File: src/rtl/rcn_pkg.sv
package rcn_pkg;

    parameter int ADDR_W = 8;
    parameter int DATA_W = 16;
    parameter int SRC_W  = 4;

    typedef enum logic [1:0] {
        OP_RD  = 2'd0,
        OP_WR  = 2'd1,
        OP_WB  = 2'd2,
        OP_TOK = 2'd3
    } op_e;

    typedef enum logic [1:0] {
        LS_I = 2'd0,
        LS_S = 2'd1,
        LS_M = 2'd2
    } lstate_e;

    typedef struct packed {
        op_e               op;
        logic [ADDR_W-1:0] addr;
        logic [DATA_W-1:0] data;
        logic              dv;
        logic [SRC_W-1:0]  src;
    } msg_t;

    function automatic msg_t mk_msg(op_e op, logic [ADDR_W-1:0] a,
                                    logic [DATA_W-1:0] d, logic dv,
                                    logic [SRC_W-1:0] s);
        msg_t m;
        m.op   = op;
        m.addr = a;
        m.data = d;
        m.dv   = dv;
        m.src  = s;
        return m;
    endfunction

endpackage

File: src/rtl/rcn_line_store.sv
module rcn_line_store
    import rcn_pkg::*;
#(
    parameter int LINES = 4,
    parameter int IDX_W = 2,
    parameter int TAG_W = 6
) (
    input  logic              clk,
    input  logic              rst,
    input  logic [IDX_W-1:0]  a_idx,
    output lstate_e           a_st,
    output logic [TAG_W-1:0]  a_tag,
    output logic [DATA_W-1:0] a_data,
    input  logic [IDX_W-1:0]  b_idx,
    output lstate_e           b_st,
    output logic [TAG_W-1:0]  b_tag,
    output logic [DATA_W-1:0] b_data,
    input  logic              st_we,
    input  logic [IDX_W-1:0]  st_idx,
    input  lstate_e           st_val,
    input  logic              dt_we,
    input  logic [IDX_W-1:0]  dt_idx,
    input  logic [DATA_W-1:0] dt_val,
    input  logic              tg_we,
    input  logic [IDX_W-1:0]  tg_idx,
    input  logic [TAG_W-1:0]  tg_val
);

    lstate_e           st_arr [LINES];
    logic [TAG_W-1:0]  tg_arr [LINES];
    logic [DATA_W-1:0] dt_arr [LINES];

    for (genvar g = 0; g < LINES; g++) begin : g_line
        lstate_e           st_r;
        logic [TAG_W-1:0]  tg_r;
        logic [DATA_W-1:0] dt_r;

        always_ff @(posedge clk) begin
            if (rst) begin
                st_r <= LS_I;
                tg_r <= '0;
                dt_r <= '0;
            end else begin
                if (st_we && st_idx == IDX_W'(g)) st_r <= st_val;
                if (tg_we && tg_idx == IDX_W'(g)) tg_r <= tg_val;
                if (dt_we && dt_idx == IDX_W'(g)) dt_r <= dt_val;
            end
        end

        assign st_arr[g] = st_r;
        assign tg_arr[g] = tg_r;
        assign dt_arr[g] = dt_r;
    end

    assign a_st   = st_arr[a_idx];
    assign a_tag  = tg_arr[a_idx];
    assign a_data = dt_arr[a_idx];
    assign b_st   = st_arr[b_idx];
    assign b_tag  = tg_arr[b_idx];
    assign b_data = dt_arr[b_idx];

endmodule

File: src/rtl/rcn_snoop.sv
module rcn_snoop
    import rcn_pkg::*;
(
    input  msg_t              in_msg,
    input  logic              hit,
    input  lstate_e           cur_st,
    input  logic [DATA_W-1:0] cur_data,
    output msg_t              out_msg,
    output logic              st_we,
    output lstate_e           st_new
);

    always_comb begin
        out_msg = in_msg;
        st_we   = 1'b0;
        st_new  = cur_st;
        if (hit) begin
            unique case (in_msg.op)
                OP_RD: begin
                    out_msg.data = cur_data;
                    out_msg.dv   = 1'b1;
                    if (cur_st == LS_M) begin
                        st_we  = 1'b1;
                        st_new = LS_S;
                    end
                end
                OP_WR: begin
                    out_msg.data = cur_data;
                    out_msg.dv   = 1'b1;
                    st_we        = 1'b1;
                    st_new       = LS_I;
                end
                default: ;
            endcase
        end
    end

endmodule

File: src/rtl/rcn_node.sv
module rcn_node
    import rcn_pkg::*;
#(
    parameter int NODE_ID = 2,
    parameter int LINES   = 4,
    parameter int NUM_TOK = 2
) (
    input  logic              clk,
    input  logic              rst,
    input  logic              cpu_req_valid,
    output logic              cpu_req_ready,
    input  logic              cpu_req_store,
    input  logic [ADDR_W-1:0] cpu_req_addr,
    input  logic [DATA_W-1:0] cpu_req_data,
    output logic              cpu_rsp_valid,
    output logic [DATA_W-1:0] cpu_rsp_data,
    input  logic              ring_in_valid,
    output logic              ring_in_ready,
    input  logic [1:0]        ring_in_op,
    input  logic [ADDR_W-1:0] ring_in_addr,
    input  logic [DATA_W-1:0] ring_in_data,
    input  logic              ring_in_dv,
    input  logic [SRC_W-1:0]  ring_in_src,
    output logic              ring_out_valid,
    output logic [1:0]        ring_out_op,
    output logic [ADDR_W-1:0] ring_out_addr,
    output logic [DATA_W-1:0] ring_out_data,
    output logic              ring_out_dv,
    output logic [SRC_W-1:0]  ring_out_src
);

    localparam int IDX_W = $clog2(LINES);
    localparam int TAG_W = ADDR_W - IDX_W;
    localparam logic [ADDR_W-1:0] TOK_MASK = ADDR_W'(NUM_TOK - 1);
    localparam logic [SRC_W-1:0]  MY_ID    = SRC_W'(NODE_ID);

    function automatic logic [IDX_W-1:0] idx_of(logic [ADDR_W-1:0] a);
        return a[IDX_W-1:0];
    endfunction

    function automatic logic [TAG_W-1:0] tag_of(logic [ADDR_W-1:0] a);
        return a[ADDR_W-1:IDX_W];
    endfunction

    // registered state
    logic [1:0]        pend_q, pend_n;
    logic [ADDR_W-1:0] tok_q, tok_n;
    logic              wait_q, wait_n;
    logic              wst_q, wst_n;
    logic [ADDR_W-1:0] wad_q, wad_n;
    logic [DATA_W-1:0] wdt_q, wdt_n;
    logic              wb2_v_q, wb2_v_n;
    msg_t              wb2_q, wb2_n;
    logic              rout_v_q, rout_v_n;
    msg_t              rout_q, rout_n;
    logic              rsp_v_q, rsp_v_n;
    logic [DATA_W-1:0] rsp_d_q, rsp_d_n;

    // line store ports
    lstate_e           a_st, b_st, st_val;
    logic [TAG_W-1:0]  a_tag, b_tag, tg_val;
    logic [DATA_W-1:0] a_data, b_data, dt_val;
    logic              st_we, dt_we, tg_we;
    logic [IDX_W-1:0]  st_idx, dt_idx, tg_idx;

    // incoming message and lookups
    msg_t              rin;
    logic              rin_fire, own, r_hit, c_hit, c_local, cpu_fire;
    logic              cpu_wr_hit, victim;
    logic [DATA_W-1:0] snoop_data;
    msg_t              sn_out;
    logic              sn_we;
    lstate_e           sn_st;

    assign ring_in_ready = !wb2_v_q;
    assign cpu_req_ready = (pend_q == 2'd0) && !wait_q;

    assign rin      = mk_msg(op_e'(ring_in_op), ring_in_addr, ring_in_data,
                             ring_in_dv, ring_in_src);
    assign rin_fire = ring_in_valid && ring_in_ready;
    assign own      = (rin.src == MY_ID) && (rin.op != OP_TOK);
    assign cpu_fire = cpu_req_valid && cpu_req_ready;

    rcn_line_store #(.LINES(LINES), .IDX_W(IDX_W), .TAG_W(TAG_W)) u_store (
        .clk    (clk),
        .rst    (rst),
        .a_idx  (idx_of(rin.addr)),
        .a_st   (a_st),
        .a_tag  (a_tag),
        .a_data (a_data),
        .b_idx  (idx_of(cpu_req_addr)),
        .b_st   (b_st),
        .b_tag  (b_tag),
        .b_data (b_data),
        .st_we  (st_we),
        .st_idx (st_idx),
        .st_val (st_val),
        .dt_we  (dt_we),
        .dt_idx (dt_idx),
        .dt_val (dt_val),
        .tg_we  (tg_we),
        .tg_idx (tg_idx),
        .tg_val (tg_val)
    );

    assign r_hit      = (a_st != LS_I) && (a_tag == tag_of(rin.addr));
    assign c_hit      = (b_st != LS_I) && (b_tag == tag_of(cpu_req_addr));
    assign c_local    = c_hit && (!cpu_req_store || b_st == LS_M);
    assign cpu_wr_hit = cpu_fire && c_local && cpu_req_store;
    // a CPU store hit in the same cycle is ordered ahead of the snoop
    assign snoop_data = (cpu_wr_hit && idx_of(cpu_req_addr) == idx_of(rin.addr))
                        ? cpu_req_data : a_data;
    assign victim     = (a_st == LS_M) && (a_tag != tag_of(rin.addr));

    rcn_snoop u_snoop (
        .in_msg   (rin),
        .hit      (r_hit),
        .cur_st   (a_st),
        .cur_data (snoop_data),
        .out_msg  (sn_out),
        .st_we    (sn_we),
        .st_new   (sn_st)
    );

    always_comb begin
        pend_n   = pend_q;
        tok_n    = tok_q;
        wait_n   = wait_q;
        wst_n    = wst_q;
        wad_n    = wad_q;
        wdt_n    = wdt_q;
        wb2_v_n  = 1'b0;
        wb2_n    = wb2_q;
        rout_v_n = 1'b0;
        rout_n   = rin;
        rsp_v_n  = 1'b0;
        rsp_d_n  = rsp_d_q;
        st_we    = 1'b0;
        st_idx   = idx_of(rin.addr);
        st_val   = a_st;
        dt_we    = 1'b0;
        dt_idx   = idx_of(rin.addr);
        dt_val   = a_data;
        tg_we    = 1'b0;
        tg_idx   = idx_of(rin.addr);
        tg_val   = tag_of(rin.addr);

        if (wb2_v_q) begin
            rout_v_n = 1'b1;
            rout_n   = wb2_q;
        end

        if (rin_fire) begin
            if (rin.op == OP_TOK) begin
                if (wait_q && pend_q == 2'd0 && (wad_q & TOK_MASK) == rin.addr) begin
                    rout_v_n = 1'b1;
                    rout_n   = mk_msg(wst_q ? OP_WR : OP_RD, wad_q, '0, 1'b0, MY_ID);
                    pend_n   = 2'd1;
                    tok_n    = rin.addr;
                end else begin
                    rout_v_n = 1'b1;
                    rout_n   = rin;
                end
            end else if (own) begin
                if (rin.op == OP_RD || rin.op == OP_WR) begin
                    st_we    = 1'b1;
                    st_val   = (rin.op == OP_RD) ? LS_S : LS_M;
                    dt_we    = 1'b1;
                    dt_val   = (rin.op == OP_RD) ? rin.data : wdt_q;
                    tg_we    = 1'b1;
                    rsp_v_n  = 1'b1;
                    rsp_d_n  = dt_val;
                    wait_n   = 1'b0;
                    rout_v_n = 1'b1;
                    rout_n   = mk_msg(OP_WB, rin.addr, dt_val, 1'b1, MY_ID);
                    if (victim) begin
                        wb2_v_n = 1'b1;
                        wb2_n   = mk_msg(OP_WB, {a_tag, idx_of(rin.addr)}, a_data,
                                         1'b1, MY_ID);
                        pend_n  = 2'd2;
                    end
                end else begin
                    if (pend_q == 2'd2) begin
                        pend_n = 2'd1;
                    end else if (pend_q == 2'd1) begin
                        pend_n   = 2'd0;
                        rout_v_n = 1'b1;
                        rout_n   = mk_msg(OP_TOK, tok_q, '0, 1'b0, MY_ID);
                    end
                end
            end else begin
                rout_v_n = 1'b1;
                rout_n   = sn_out;
                st_we    = sn_we;
                st_val   = sn_st;
            end
        end

        if (cpu_fire) begin
            if (c_local) begin
                rsp_v_n = 1'b1;
                rsp_d_n = cpu_req_store ? cpu_req_data : b_data;
                if (cpu_req_store) begin
                    dt_we  = 1'b1;
                    dt_idx = idx_of(cpu_req_addr);
                    dt_val = cpu_req_data;
                end
            end else begin
                wait_n = 1'b1;
                wst_n  = cpu_req_store;
                wad_n  = cpu_req_addr;
                wdt_n  = cpu_req_data;
            end
        end
    end

    always_ff @(posedge clk) begin
        if (rst) begin
            pend_q   <= 2'd0;
            tok_q    <= '0;
            wait_q   <= 1'b0;
            wst_q    <= 1'b0;
            wad_q    <= '0;
            wdt_q    <= '0;
            wb2_v_q  <= 1'b0;
            wb2_q    <= '0;
            rout_v_q <= 1'b0;
            rout_q   <= '0;
            rsp_v_q  <= 1'b0;
            rsp_d_q  <= '0;
        end else begin
            pend_q   <= pend_n;
            tok_q    <= tok_n;
            wait_q   <= wait_n;
            wst_q    <= wst_n;
            wad_q    <= wad_n;
            wdt_q    <= wdt_n;
            wb2_v_q  <= wb2_v_n;
            wb2_q    <= wb2_n;
            rout_v_q <= rout_v_n;
            rout_q   <= rout_n;
            rsp_v_q  <= rsp_v_n;
            rsp_d_q  <= rsp_d_n;
        end
    end

    assign cpu_rsp_valid  = rsp_v_q;
    assign cpu_rsp_data   = rsp_d_q;
    assign ring_out_valid = rout_v_q;
    assign ring_out_op    = rout_q.op;
    assign ring_out_addr  = rout_q.addr;
    assign ring_out_data  = rout_q.data;
    assign ring_out_dv    = rout_q.dv;
    assign ring_out_src   = rout_q.src;

    // the pending counter never takes its unused code
    p_pend_legal_r11: assert property (@(posedge clk) disable iff (rst)
        pend_q != 2'd3);

    // a held token is never on the ring output while transactions are open
    p_hold_token_r3: assert property (@(posedge clk) disable iff (rst)
        (pend_q != 2'd0) |-> !(rout_v_q && rout_q.op == OP_TOK && rout_q.addr == tok_q));

    // an own request leaving the node always opens exactly one transaction
    p_req_opens_r3: assert property (@(posedge clk) disable iff (rst)
        (rout_v_q && rout_q.src == MY_ID && (rout_q.op == OP_RD || rout_q.op == OP_WR))
        |-> pend_q == 2'd1);

    // entering pending 2 coincides with a WriteBack on the output
    p_wb2_entry_r10: assert property (@(posedge clk) disable iff (rst)
        (pend_q == 2'd2 && $past(pend_q) != 2'd2) |-> (rout_v_q && rout_q.op == OP_WB));

    // the ring input stall lasts a single cycle
    p_stall_once_r10: assert property (@(posedge clk) disable iff (rst)
        !ring_in_ready |=> ring_in_ready);

    // no CPU response appears while a request waits for its token
    p_no_rsp_wait_r12: assert property (@(posedge clk) disable iff (rst)
        (wait_q && $past(wait_q)) |-> !rsp_v_q);

endmodule

File: config.mk
export PLATFORM = sky130hd
export DESIGN_NAME = rcn_node
export DESIGN_NICKNAME = d
export VERILOG_FILES = /design/src/rtl/rcn_pkg.sv /design/src/rtl/rcn_line_store.sv /design/src/rtl/rcn_snoop.sv /design/src/rtl/rcn_node.sv
export SDC_FILE = /design/constraint.sdc
export NUM_CORES = 1
export LEC_CHECK = 0
export ABC_AREA = 1
export BUFFER_PORTS_ARGS = -buffer_cell sky130_fd_sc_hd__buf_4
export CAP_MARGIN = 5
export CORE_UTILIZATION = 50
export DETAILED_ROUTE_END_ITERATION = 10
export PLACE_DENSITY = 0.69
export SYNTH_ARGS = -nofsm -noshare
export SYNTH_HDL_FRONTEND = slang
export SYNTH_SLANG_ARGS = --single-unit
File: constraint.sdc
create_clock -name clk -period 3.2 [get_ports clk]
set_input_delay 0.32 -clock clk [delete_from_list [all_inputs] [get_ports clk]]
set_output_delay 0.32 -clock clk [all_outputs]
set_load 0.05 [all_outputs]
==> results of run 1 <==
==> power by group through the flow <==
stage               clock network, mW  registers (mW)  logic, mW
floorplan                           0            2.83      0.393
global placement                    0            2.73      0.775
detailed placement                  0            2.73      0.782
CTS                              2.86            2.67      0.787
global route                     2.96            2.68      0.865
finish                           2.84            2.68      0.803
==> area by class of cell <==
type / count / area share, %
flip-flops and latches: 207 / 30.4
repair buffers: 171 / 9.71
well taps: 285 / 2.62
clock buffers: 31 / 4.97
inverters: 251 / 6.93
multi-input cells: 1326 / 44.4
clock inverters: 11 / 0.954
==> worst max-delay path, delay by kind of cell (launching register included) <==
kind | cells | cell delay, ns
adder cells (fa/ha/maj) | 1 | 0.25
buffers and inverters | 3 | 0.45
flip-flops | 1 | 0.32
AND/OR/NAND/NOR | 10 | 1.66
==> cells by family (layout without fill, tap and decap cells) <==
logic type / after synthesis / in the layout / share of synthesized area (%)
simple gates: 864 / 864 / 30.2
compound gates: 457 / 457 / 21.3
buf+inv: 360 / 464 / 12.4
flops: 207 / 207 / 35.6
fa+ha+maj: 3 / 3 / 0.323
xor+xnor: 1 / 1 / 0.0753
mux: 1 / 1 / 0.0861
==> state kept, by name, indices dropped and copies added, names as in the netlist, 2 cells and up <==
signal,cells
ring_out_data,16
u_store.g_line.tg_r,24
wad_q,8
wb2_q,25
u_store.g_line.st_r,8
pend_q,2
tok_q,8
ring_out_addr,8
ring_out_src,4
u_store.g_line.dt_r,64
wdt_q,16
cpu_rsp_data,16
ring_out_op,2
==> worst paths after layout <==
| check | to | startpoint |
|---|---|---|
| worst max-delay path | u_store.g_line[1].dt_r[5] | pend_q[1] |
| worst min-delay path | wad_q[6] | cpu_req_addr[6] |
| worst max register to register | u_store.g_line[1].dt_r[5] | pend_q[1] |
| worst min register to register | wb2_q[18] | wb2_q[18] |
==> routing by layer <==
metal	GRT usage (%)	up-vias
met5	0	-
met3	7.68	55
met4	7.78	0
met2	48.0	646
met1	45.2	5650
li1	-	6275
==> per-stage QoR <==
| step | hold slack (ns) | worst slack, ns |
|---|---|---|
| global placement | 0.430 | 0.309 |
| global route | 0.0775 | 0.185 |
| floorplan | 0.421 | 0.219 |
| finish | 0.0682 | 0.408 |
| CTS | 0.0639 | 0.452 |
| detailed placement | 0.433 | 0.324 |
==> cell usage in the layout (no fill, tap or decap), types with 2 or more instances in the layout <==
master	n
o22ai_1	33
o21ai_0	181
clkinv_1	5
inv_1	243
nand3b_1	2
a221oi_1	15
nor2_1	207
nand3_2	2
buf_4	167
a211oi_1	2
buf_12	3
a31oi_1	9
bufinv_16	3
clkbuf_16	25
nor2_2	8
nand2_1	498
a21oi_1	196
o311ai_0	3
o31ai_1	2
a22oi_1	2
o211ai_1	5
nor4_1	2
dfxtp_1	207
clkbuf_1	3
nand3_1	101
a41oi_1	2
clkbuf_8	3
nor2_4	2
clkinv_2	8
nand4_1	25
ha_1	3
nand2_2	8
inv_2	2
nor3_1	8
==> timing repair <==
item                      in CTS  in global routing
hold buffers                   1                  0
buffers inserted               0                  0
hold endpoints to repair       1                  0
==> cell usage after synthesis (2+ instances only) <==
cell      instances  share of area, %
nand2_1         498                16
inv_1           244               7.9
nor2_1          209               6.7
dfxtp_1         207                36
a21oi_1         196               8.4
o21ai_0         181               7.8
nand3_1         101               4.3
clkbuf_1         74               2.4
o22ai_1          33               1.8
nand4_1          25               1.3
buf_2            20              0.86
a221oi_1         15               1.1
a31oi_1           9              0.48
nor3_1            9              0.39
nand2_2           8              0.43
buf_6             7              0.68
nor2_2            6              0.32
buf_1             5              0.16
clkinv_1          5              0.16
o211ai_1          5              0.32
buf_4             3              0.19
ha_1              3              0.32
o311ai_0          3              0.23
a211oi_1          2              0.13
a22oi_1           2              0.13
a41oi_1           2              0.15
inv_2             2             0.065
nand3_2           2              0.17
nand3b_1          2              0.13
nor2_4            2              0.19
nor4_1            2              0.11
o31ai_1           2              0.13
==> results by group, run 1 <==
Synthesis
  – Seq/Total Area, Yosys: between 30% and 40%
  – Async set-reset flop share out of synthesis: 0%
  – Post-synth net total: 1,956
  – Cells after Synth: 1,893
  – Post-synthesis register bit count: around 210
  – Top FF cell, synth: dfxtp_1
  – Synth cell types: 41
  – Synth warnings: 0
  – Cell Area, Synth: roughly 0.012 mm2
  – EDFF count, synth: 0
  – Mean post-synth cell area: 6.14 um2

Placement
  – Placed insts: roughly 2,200
  – Gpl congestion: ~0.94
  – Port bufs: 110
  – Post-DP Area: 0.0128 mm2
  – Hpwl dp: about 27 mm

Clock network
  – CTS max path bufs: 3
  – Cts repair resizes: 0
  – Sink Count: a little over 200
  – CTS tree: done
  – Root buf cell: clkbuf_16
  – CTS clk-pin slew, worst paths: ~0.060 ns
  – H-tree levels: 1
  – Total CTS buffers: 24
  – Clk_lat worst skew: 0.53 ns

Hold path
  – HP Class: in -> reg
  – Hold path depth: 3

Run status
  – Outcome: completed

STA
  – Maximum clock rate: between 0.3 and 0.4 GHz
  – Headroom to the max-slew limit: a little under three fifths
  – Worst-margin pin slew: 0.656 ns
  – RSZ-0062 raised after global routing: false
  – Endpoints failing setup: 0
  – Post-layout minimum cycle time: around 2.8 ns
  – Final hold viol count: 0
  – Fin Setup TNS: 0 ns
  – Final period util: between 80 and 90%
  – Fin. max-slew vios: 0
  – Clk_skew: roughly 0.013 ns

Detailed routing
  – Vias post-DR: between 10,000 and 15,000
  – Post-DR wirelength/cell: about 17 um
  – Routed met2 length: 16.5 mm
  – Via/cell ratio: between 5 and 6
  – Antenna-violating nets left: 0
  – Total routed wirelength: 38.7 mm
  – Initial drt markers: 1,140
  – Max Used Layer: met4
  – Drt first pass iters: 5
  – Met3 routed WL: 4.53 mm
  – DRC: 0
  – Met1 WL: 17.0 mm

Die
  – Ports: around 110
  – Initial core utilization: approximately 51%
  – Die Area: between 0.02 and 0.025 mm2
  – FP Rows: 55
  – Core area: roughly 0.023 mm2
  – Die Height: ~150 um
  – Chip width: 155 um

Setup path
  – Crit-path cells: inv_1, ha_1, inv_1, nor2_1, nand2_1, nor2_1, buf_4, nand3_1, nand2_2, nor2_2, nand2_2, nand2_1, nand2_1, nor2_1
  – Critical path class: reg -> reg
  – R2R setup slack: just over 0.4 ns
  – R2R depth: 14
  – CP startpoint kind: register
  – CP Capture Type: register
  – Worst Path Required: 3.62 ns
  – Data arrival, critical path: roughly 3.2 ns
  – Slowest stage cell, crit path: nand2_2
  – Critical Path Fanout Max: 32
  – CP peak stage delay: between 0.4 and 0.5 ns

Pwr
  – PwrDens: between 400 and 500 mW/mm2
  – Int Pwr: roughly 4.6 mW
  – Comb pwr share: around an eighth
  – Leakage power: between 6 and 7 nW
  – Worst VDD drop: about 0.3 mV
  – P_sw: 1.70 mW
  – Total chip power: ~6.3 mW
  – Clock power share: approximately 45%
  – Net Sw Frac: between 20% and 30%
  – Flop pwr share: between 40% and 50%

Layout
  – Non-Filler Instances: around 2,300
  – Layout area overhead: 17.2%
  – Area of the multi-input gates: approximately 0.0061 mm2
  – Fillers: 2,205
  – Sequential cell area: about 0.0041 mm2
  – Final instance area: roughly 0.014 mm2
  – Final Util: between 60% and 70%
  – Fin nets: slightly above 2,000
  – Layout cells sized above 1: between 10% and 20%
  – Ant. Diodes: 0

Global routing
  – GRT Total Usage: about a third
  – Vias in the first global route: 11,200
  – First-pass GRT wire length: 60.3 mm
  – Total gr overflow: 0
  – Largest net degree at the start of global routing: 73
  – Initial antenna violation count: 0

Job
  – Total of max-cap violations: 0
Power figures use the tool's default switching activity.
==> run 2: changes to the inputs <==
--- a/config.mk
+++ b/config.mk
@@ -8,9 +8,9 @@
 export ABC_AREA = 1
 export BUFFER_PORTS_ARGS = -buffer_cell sky130_fd_sc_hd__buf_4
 export CAP_MARGIN = 5
-export CORE_UTILIZATION = 50
+export CORE_UTILIZATION = 60
 export DETAILED_ROUTE_END_ITERATION = 10
-export PLACE_DENSITY = 0.69
+export PLACE_DENSITY = 0.81
 export SYNTH_ARGS = -nofsm -noshare
 export SYNTH_HDL_FRONTEND = slang
 export SYNTH_SLANG_ARGS = --single-unit
==> run 2 against run 1 <==
- design area fell by 0.30%
- worst hold slack got worse by 0.0017 ns
- die area fell by 16%
- routed wire length fell by 0.53%
- register-to-register slack got worse by 0.04 ns
- sequential cell count did not move
- global-route usage rose by 6.7 points
- critical path depth did not move
- total power rose by 0.39%
- largest cell class unchanged
==> results by group, run 2 (same netlist as run 1, synthesis figures left out) <==
Run status
  – Outcome: completed

Pwr
  – Worst VDD drop: 0.383 mV
  – PwrDens: 467 mW/mm2
  – Comb pwr share: 12.6%
  – Leakage power: 6.54 nW
  – Int Pwr: ~4.6 mW
  – Net Sw Frac: a little over a quarter
  – P_sw: around 1.7 mW
  – Clock power share: roughly 45%
  – Flop pwr share: 42.2%

Layout
  – Top reg by flops: u_store.g_line.dt_r
  – Ant. Diodes: 0
  – Commonest non-fill, non-tap cells in the layout: nand2_1, inv_1, nor2_1, dfxtp_1, a21oi_1
  – Final instance area: 0.0136 mm2
  – Largest regs: u_store.g_line.dt_r: 64 flops, wb2_q: 25 flops, u_store.g_line.tg_r: 24 flops
  – Layout area overhead: 16.9%
  – Commonest non-fill, non-tap cell in the layout: nand2_1
  – Layout cells sized above 1: between 10% and 20%
  – Fin nets: around 2,000
  – Largest register FFs: 64

Clock network
  – Total CTS buffers: 24
  – Post-CTS Setup Inserts: 0
  – Sink Count: about 210
  – Root buf cell: clkbuf_16
  – CTS clk-pin slew, worst paths: approximately 0.06 ns
  – CTS tree: done
  – Cts repair resizes: 0
  – Clk_lat worst skew: between 0.5 and 0.6 ns
  – CTS max path bufs: 3
  – H-tree levels: 1

Global routing
  – First-pass GRT wire length: about 61 mm
  – Vias in the first global route: between 10,000 and 15,000
  – Largest net degree at the start of global routing: between 70 and 80
  – Total gr overflow: 0
  – Initial antenna violation count: 0
  – GRT Total Usage: roughly two fifths

Detailed routing
  – Total routed wirelength: slightly below 40 mm
  – Drt first pass iters: 8
  – DRC: 0
  – Antenna-violating nets left: 0
  – Post-DR wirelength/cell: around 17 um
  – Vias post-DR: 12,900
  – Initial drt markers: around 1,800
  – Via/cell ratio: 5.72

STA
  – Worst-margin pin slew: ~0.69 ns
  – Worst Slack Setup Final: between 0.3 and 0.4 ns
  – Final period util: 88.5%
  – Fin Setup TNS: 0 ns
  – Post-layout minimum cycle time: roughly 2.8 ns
  – Final hold viol count: 0
  – Fin. max-slew vios: 0
  – Clk_skew: 0.0148 ns
  – Maximum clock rate: between 0.3 and 0.4 GHz
  – RSZ-0062 raised after global routing: false
  – Headroom to the max-slew limit: a little over half
  – Endpoints failing setup: 0

Placement
  – Gpl congestion: between 0.9 and 1
  – Port bufs: 110
  – Hpwl dp: approximately 27 mm
  – Post-DP Area: between 0.01 and 0.015 mm2
  – DP Worst Slack: about 0.11 ns

Setup path
  – Crit path from: pend_q[1]
  – CP startpoint kind: register
  – Worst Path Required: 3.66 ns
  – Worst r2r src: pend_q[1]
  – Critical Path Fanout Max: 32
  – CP Capture Type: register
  – Critical path class: reg -> reg
  – Data arrival, critical path: ~3.3 ns
  – R2R setup slack: roughly 0.37 ns

Die
  – Chip width: roughly 140 um
  – FP Rows: 50
  – Die Area: around 0.020 mm2
  – Initial core utilization: between 60% and 70%
  – Core area: roughly 0.019 mm2
  – Ports: roughly 110
  – Die Height: between 100 and 150 um

Job
  – Total of max-cap violations: 0

Hold path
  – Min-delay src: ring_in_src[2]
  – HP Class: in -> reg
## run 2: cell count changes in the layout (fill, tap and decap cells not counted), sizes merged
cell	previous run	this run
clkinvlp	0	1
clkbuf	31	34
clkinv	13	11
bufinv	3	2
inv	246	247
buf	170	166
## run 2: repair_timing
action                                  CTS  global route
endpoints found under the hold margin     1             0
hold buffers                              1             0
endpoints found under the setup margin    0             0
## run 2: power by group through the flow
stage                     clock network, mW  logic [mW]  registers (mW)
after detailed placement                  0       0.774            2.73
after floorplan                           0       0.393            2.83
final                                  2.87       0.800            2.68
after CTS                              2.88       0.779            2.68
after global routing                   2.99       0.862            2.68
after global placement                    0       0.764            2.73
## run 2: final cells by class
class / instances / area, um2
Timing Repair Buffer: 167 / 1290
Tap cell: 260 / 325
Multi-Input combinational cell: 1326 / 6060
Inverter: 251 / 945
Clock inverter: 10 / 109
Sequential cell: 207 / 4140
Fill cell: 1608 / 5240
Clock buffer: 34 / 719
## run 2: path summary, 6_finish.rpt
kind,to,depth (start not counted)
hold reg to reg,wb2_q[7],2
hold / removal,ring_out_src[2],3
setup / recovery,u_store.g_line[1].dt_r[7],14
setup reg to reg,u_store.g_line[1].dt_r[7],14
## run 2: per-stage QoR
step | power (mW) | instances | hold WS (ns) | utilization (%)
3_5_place_dp | 3.51 | 2210 | 0.433 | 67.7
5_1_grt | 6.53 | 2255 | 0.0753 | 72.2
6_report | 6.34 | 2255 | 0.0665 | 72.2
2_1_floorplan | 3.22 | 1893 | 0.421 | -
4_1_cts | 6.33 | 2255 | 0.0558 | 72.2
3_3_place_gp | 3.50 | 2210 | 0.430 | 67.7
## run 2: metal layers
| layer | wire length (um) | share of wire, % | vias up | global-route usage (%) |
|---|---|---|---|---|
| li1 | - | - | 6260 | - |
| met1 | 16200 | 42 | 5737 | 54.8 |
| met2 | 16100 | 42 | 817 | 57.3 |
| met3 | 5050 | 13 | 89 | 8.36 |
| met4 | 1130 | 2.9 | 0 | 12.7 |
| met5 | 0 | 0 | - | 0 |
## run 2: critical path: stages, from the launching register on
cell and delay (ns):
dfxtp_1 0.32, inv_1 0.10, ha_1 0.25, inv_1 0.06, nor2_1 0.13, nand2_1 0.18, nor2_1 0.22, nand2_2 0.29
nand2_2 0.21, inv_1 0.08, nor2_2 0.16, nand2_2 0.39, nand2_1 0.19, nand2_1 0.07, nor2_1 0.09
